### src/rtl/xlat_pkg.sv
package xlat_pkg;

    localparam int XL_ADDR_W  = 32;
    localparam int XL_SEG_W   = 24;
    localparam int XL_IDX_W   = 3;
    localparam logic [31:0] XL_RESET_BASE = 32'h1000_0000;

    typedef enum logic {
        RGN_PCI   = 1'b0,
        RGN_OTHER = 1'b1
    } region_e;

    // Offset loaded into window k at reset: base plus k segments.
    function automatic logic [XL_ADDR_W-1:0] win_reset_value(
        input logic [XL_ADDR_W-1:0] base,
        input int                   k,
        input int                   seg_w
    );
        logic [XL_ADDR_W-1:0] step;
        step = XL_ADDR_W'(k) << seg_w;
        return base + step;
    endfunction

endpackage

### src/rtl/xlat_win_regs.sv
module xlat_win_regs #(
    parameter int          ADDR_W     = 32,
    parameter int          SEG_W      = 24,
    parameter int          IDX_W      = 3,
    parameter logic [31:0] RESET_BASE = 32'h1000_0000,
    localparam int         NUM_WIN    = 1 << IDX_W
) (
    input  logic                            clk,
    input  logic                            rst,
    input  logic                            wr_en,
    input  logic [IDX_W-1:0]                wr_idx,
    input  logic [ADDR_W-1:0]               wr_data,
    output logic [NUM_WIN-1:0][ADDR_W-1:0]  offs
);
    import xlat_pkg::*;

    for (genvar k = 0; k < NUM_WIN; k++) begin : g_win
        logic [ADDR_W-1:0] ofs_q;
        logic              hit;

        assign hit = wr_en && (wr_idx == IDX_W'(k));

        always_ff @(posedge clk) begin
            if (rst) begin
                ofs_q <= ADDR_W'(win_reset_value(XL_ADDR_W'(RESET_BASE), k, SEG_W));
            end else if (hit) begin
                ofs_q <= wr_data;
            end
        end

        assign offs[k] = ofs_q;
    end

endmodule

### src/rtl/xlat_decode.sv
module xlat_decode #(
    parameter int  ADDR_W     = 32,
    parameter int  SEG_W      = 24,
    parameter int  IDX_W      = 3,
    localparam int REGION_BIT = SEG_W + IDX_W
) (
    input  logic [ADDR_W-1:0]  addr,
    output xlat_pkg::region_e  region,
    output logic [IDX_W-1:0]   win_idx,
    output logic [SEG_W-1:0]   seg_ofs,
    output logic [ADDR_W-1:0]  pass_addr
);
    import xlat_pkg::*;

    localparam logic [ADDR_W-1:0] KEEP_MASK =
        ADDR_W'((64'd1 << (REGION_BIT + 1)) - 64'd1);

    always_comb begin
        region    = addr[REGION_BIT] ? RGN_OTHER : RGN_PCI;
        win_idx   = addr[REGION_BIT-1:SEG_W];
        seg_ofs   = addr[SEG_W-1:0];
        pass_addr = addr & KEEP_MASK;
    end

endmodule

### src/rtl/xlat_add_stage.sv
module xlat_add_stage #(
    parameter int  ADDR_W  = 32,
    parameter int  SEG_W   = 24,
    parameter int  IDX_W   = 3,
    localparam int NUM_WIN = 1 << IDX_W
) (
    input  logic                            clk,
    input  logic                            rst,
    input  logic                            in_vld,
    input  xlat_pkg::region_e               region,
    input  logic [IDX_W-1:0]                win_idx,
    input  logic [SEG_W-1:0]                seg_ofs,
    input  logic [ADDR_W-1:0]               pass_addr,
    input  logic [NUM_WIN-1:0][ADDR_W-1:0]  offs,
    output logic                            res_vld,
    output logic                            res_pci,
    output logic [ADDR_W-1:0]               res_addr
);
    import xlat_pkg::*;

    logic [ADDR_W-1:0] sel_ofs;
    logic [ADDR_W-1:0] sum;
    logic [ADDR_W-1:0] nxt_addr;

    always_comb begin
        sel_ofs  = offs[win_idx];
        sum      = sel_ofs + ADDR_W'(seg_ofs);
        nxt_addr = (region == RGN_PCI) ? sum : pass_addr;
    end

    always_ff @(posedge clk) begin
        if (rst) begin
            res_vld  <= 1'b0;
            res_pci  <= 1'b0;
            res_addr <= '0;
        end else begin
            res_vld <= in_vld;
            if (in_vld) begin
                res_pci  <= (region == RGN_PCI);
                res_addr <= nxt_addr;
            end
        end
    end

endmodule

### src/rtl/xlat_outbound.sv
module xlat_outbound #(
    parameter int          ADDR_W     = 32,
    parameter int          SEG_W      = 24,
    parameter int          IDX_W      = 3,
    parameter logic [31:0] RESET_BASE = 32'h1000_0000
) (
    input  logic              clk,
    input  logic              rst,
    input  logic              wr_en,
    input  logic [IDX_W-1:0]  wr_idx,
    input  logic [ADDR_W-1:0] wr_data,
    input  logic              in_vld,
    input  logic [ADDR_W-1:0] in_addr,
    output logic              out_vld,
    output logic              out_pci,
    output logic [ADDR_W-1:0] out_addr
);
    import xlat_pkg::*;

    localparam int NUM_WIN = 1 << IDX_W;

    logic [NUM_WIN-1:0][ADDR_W-1:0] offs;
    region_e                        region;
    logic [IDX_W-1:0]               win_idx;
    logic [SEG_W-1:0]               seg_ofs;
    logic [ADDR_W-1:0]              pass_addr;

    xlat_win_regs #(
        .ADDR_W(ADDR_W), .SEG_W(SEG_W), .IDX_W(IDX_W), .RESET_BASE(RESET_BASE)
    ) u_regs (
        .clk(clk), .rst(rst), .wr_en(wr_en), .wr_idx(wr_idx),
        .wr_data(wr_data), .offs(offs)
    );

    xlat_decode #(
        .ADDR_W(ADDR_W), .SEG_W(SEG_W), .IDX_W(IDX_W)
    ) u_dec (
        .addr(in_addr), .region(region), .win_idx(win_idx),
        .seg_ofs(seg_ofs), .pass_addr(pass_addr)
    );

    xlat_add_stage #(
        .ADDR_W(ADDR_W), .SEG_W(SEG_W), .IDX_W(IDX_W)
    ) u_add (
        .clk(clk), .rst(rst), .in_vld(in_vld), .region(region),
        .win_idx(win_idx), .seg_ofs(seg_ofs), .pass_addr(pass_addr),
        .offs(offs), .res_vld(out_vld), .res_pci(out_pci), .res_addr(out_addr)
    );

endmodule

### config.mk
export PLATFORM = sky130hd
export DESIGN_NAME = xlat_outbound
export DESIGN_NICKNAME = d
export VERILOG_FILES = /design/src/rtl/xlat_pkg.sv /design/src/rtl/xlat_win_regs.sv /design/src/rtl/xlat_decode.sv /design/src/rtl/xlat_add_stage.sv /design/src/rtl/xlat_outbound.sv
export SDC_FILE = /design/constraint.sdc
export NUM_CORES = 1
export LEC_CHECK = 0
export CAP_MARGIN = 5
export CORE_MARGIN = 4
export CORE_UTILIZATION = 34
export CTS_BUF_LIST = sky130_fd_sc_hd__clkbuf_4
export DETAILED_ROUTE_END_ITERATION = 16
export PLACE_DENSITY = 0.62
export SYNTH_ARGS = -nofsm -noshare
export SYNTH_HDL_FRONTEND = slang
export SYNTH_SLANG_ARGS = --single-unit
### constraint.sdc
create_clock -name clk -period 5.15 [get_ports clk]
set_input_delay 1.2875 -clock clk [delete_from_list [all_inputs] [get_ports clk]]
set_output_delay 1.2875 -clock clk [all_outputs]
set_load 0.01 [all_outputs]
==> reports/metrics.cfg <==
[drt]
ant_nets=0
vias=11993
finalWirelength_um=40800
drc=0
drt_pass1_iterations=5
wl_per_cell_um=17.5
via_per_inst=5.14
drtIter0Drc=962

[synth]
syn-num-nets=1792
synth_top_cell_area_share_pct=42.3
yosysWarningCount=0
yosysMostFrequentCell=nand2_1
synth_edf_count=0
synth_seq_cells=290
synth_cell_types=60
async_flop_share_pct=0
synthTopCellsByArea=dfxtp_1, nand2_1, mux4_2, a21oi_1, clkbuf_1
synth_top_area_cell=dfxtp_1
synthCells=1696
synth_ff_type=dfxtp_1
syn_area_per_cell_um2=8.09
syn_area_um2=13700
ys_top_cells_by_count=nand2_1, dfxtp_1, a21oi_1
seq_area_frac_synth_pct=42.3

[global_route]
grt_max_degree=152
grt_antenna_before_repair=3
grtUsageTotal_pct=18.1
grt_overflow_total=0
grt_pass1_vias=11685
grt_pass1_wl_um=63800

[die]
die_x_um=209
floorplan.initialDensity_pct=34.4
dieArea_um2=43600
core_um2=39800
die_y_um=209
io_pins=105
rows=73

[worst_setup_path]
required_ps=5740
crit_buf_inv=3
path_class=in2reg
start_kind=input pin
worst-path-max-fanout=9
arrival_ps=4630
r2r_end=u_add.res_addr[22]
crit_chain=clkdlybuf4s50_1 > clkinv_1 > buf_4 > nand2_1 > nand2_1 > fa_1 > a21o_1 > a31o_2 > a21oi_1 > or3_1 > nand2_1 > xor2_1 > mux2i_1 > a211oi_2
critical_path_depth=14
crit_family=buffers and inverters
worstSetupEndpoint=u_add.res_addr[22]
cpPeakStageDelay_ps=600
worstSetupEndpointType=register
regToRegStartpoint=u_regs.g_win[3].ofs_q[0]
worst_r2r_path_depth=13
worst_path_max_delay_cell=clkdlybuf4s50_1
cpMostUsedCell=nand2_1
critPathLaunch=in_addr[26]
r2r_setup_slack_ps=1850

[cells_and_area]
final_area_um2=16000
multi_input_area_um2=7310
regArea_um2=5810
area_delta_synth_final_pct=16.7
layout.nets=1851
drive_above_1_share_pct=13.5
stdcell_count=2333
nFillCells=4054

[place]
portBuffers=100
dp_cells=2202
place_area_um2=15000
gp_congestion=0.892
place_hpwl_um=24900

[timing]
finalClockSkew_ps=39.9
slew_headroom_pct=28.8
slew_viol_final=0
tns_ps=0
period_share_pct=78.4
finalCriticalPeriod_ps=4040
setup_violations=0
hold_viol_final=0
rsz0062_at_grt=false
fmax_ghz=0.248
worst_pin_slew_ps=1070

[hold_path]
min_path_cells=2
holdCritPathClass=reg2reg

[clock_network]
clockBufferDepth=3
cts_hold_buf=0
cts_inserted_buffers=76
postCtsSetupBuffers=0
cts_tree=done
cts_resized=0
htreeDepth=3
insertion_delay_ps=700
cts_root_buffer=clkbuf_4
clock_sinks=290
clk_pin_slew_ps=60

[power]
power_leakage_nw=5.79
p_per_area_nw_per_um2=307
ir_worst_vdd_v=0.000146

[status]
status=finished, final reports clean

[job]
drv_cap=0

where the power goes:
part | leakage [nW] | total (mW) | switching, mW | internal [mW]
registers | 2.35 | 2.34 | 0.0306 | 2.31
clock network | 0.577 | 2.02 | 0.924 | 1.10
logic | 2.86 | 0.544 | 0.320 | 0.224
through the flow:
| step | hold WS, ps | setup slack [ps] | utilization [%] | power, mW |
|---|---|---|---|---|
| finish | 446 | 1110 | 40.2 | 4.91 |
| global route | 464 | 1010 | 40.2 | 5.14 |
| CTS | 447 | 1160 | 40.2 | 4.97 |
| detailed placement | 439 | 429 | 37.8 | 2.93 |
| global placement | 438 | 418 | 37.8 | 2.92 |
| floorplan | 432 | 623 | - | 2.73 |
state kept, by name, indices dropped and copies added (netlist names):
signal              cells
u_add.res_addr         32
u_add.res_pci           1
u_add.res_vld           1
u_regs.g_win.ofs_q    256
logic make-up after synthesis:
logic type                 after synthesis  synth area share [%]
adders and majority gates               25                  2.34
buffers and inverters                  153                  4.64
DFF                                    290                  42.3
and+or+nand+nor                        757                  22.3
AOI/OAI and AO/OA                      367                  15.1
xor gates and xnor gates                25                  1.60
muxes                                   79                  11.7
placed cells by master (no fill, tap or decap), types with 3 or more instances in the layout:
cell               n
a211oi_1           9
o22ai_1            7
inv_1              4
a21oi_2            3
buf_4             27
nand4_1            4
or3_1              3
clkinv_1          11
ha_1              24
a21oi_1          268
diode_2            3
and3_1             3
a21o_1             9
nor2b_1           10
nand2_2            3
o21ai_1            9
o21ai_0           15
nand2b_1           5
mux4_2            62
nand3b_1          20
dfxtp_1          290
xor2_1            12
xnor2_1           13
mux2i_1           15
o21a_1             5
and4_1             3
nand2_1          628
nor3_1             6
buf_12             3
o211ai_1          11
a31oi_1            7
o21bai_1           3
clkdlybuf4s50_1   96
nor2_1            42
clkbuf_4         114
nor2_2             8
nand3_1           12
o21ai_2            4
worst min-delay path by stage:
stage                     slack, ps                      start                        end
after floorplan                 430  u_regs.g_win[1].ofs_q[25]  u_regs.g_win[1].ofs_q[25]
after detailed placement        440         u_add.res_addr[30]         u_add.res_addr[30]
after global routing            460   u_regs.g_win[6].ofs_q[3]   u_regs.g_win[6].ofs_q[3]
after CTS                       450         u_add.res_addr[30]         u_add.res_addr[30]
final                           450         u_add.res_addr[30]         u_add.res_addr[30]
after global placement          440   u_regs.g_win[1].ofs_q[6]   u_regs.g_win[1].ofs_q[6]
metal layers:
metal	up-vias	global-route usage (%)	share of wire (%)
li1	5881	-	-
met1	5645	23.8	43
met2	402	29.8	48
met3	63	4.13	7.3
met4	2	5.40	1.7
met5	-	0	0.017
layout make-up:
| cell class | count | area share [%] |
|---|---|---|
| Inverter | 5 | 0.117 |
| Antenna cell | 3 | 0.0469 |
| Clock inverter | 14 | 0.657 |
| Clock buffer | 114 | 5.35 |
| Multi-Input combinational cell | 1253 | 45.7 |
| Timing Repair Buffer | 129 | 7.80 |
| Sequential cell | 290 | 36.3 |
| Tap cell | 525 | 4.10 |
worst reg2reg max path: cells and delay by family (launching register included):
kind | cells | cell delay, ps
adder cells (fa/ha/maj) | 2 | 660
flip-flops | 1 | 310
XOR/XNOR | 1 | 160
AND/OR/NAND/NOR | 4 | 570
multiplexers | 2 | 550
AO/OA/AOI/OAI | 4 | 960
Note: power is estimated with default switching activity, not from simulation.
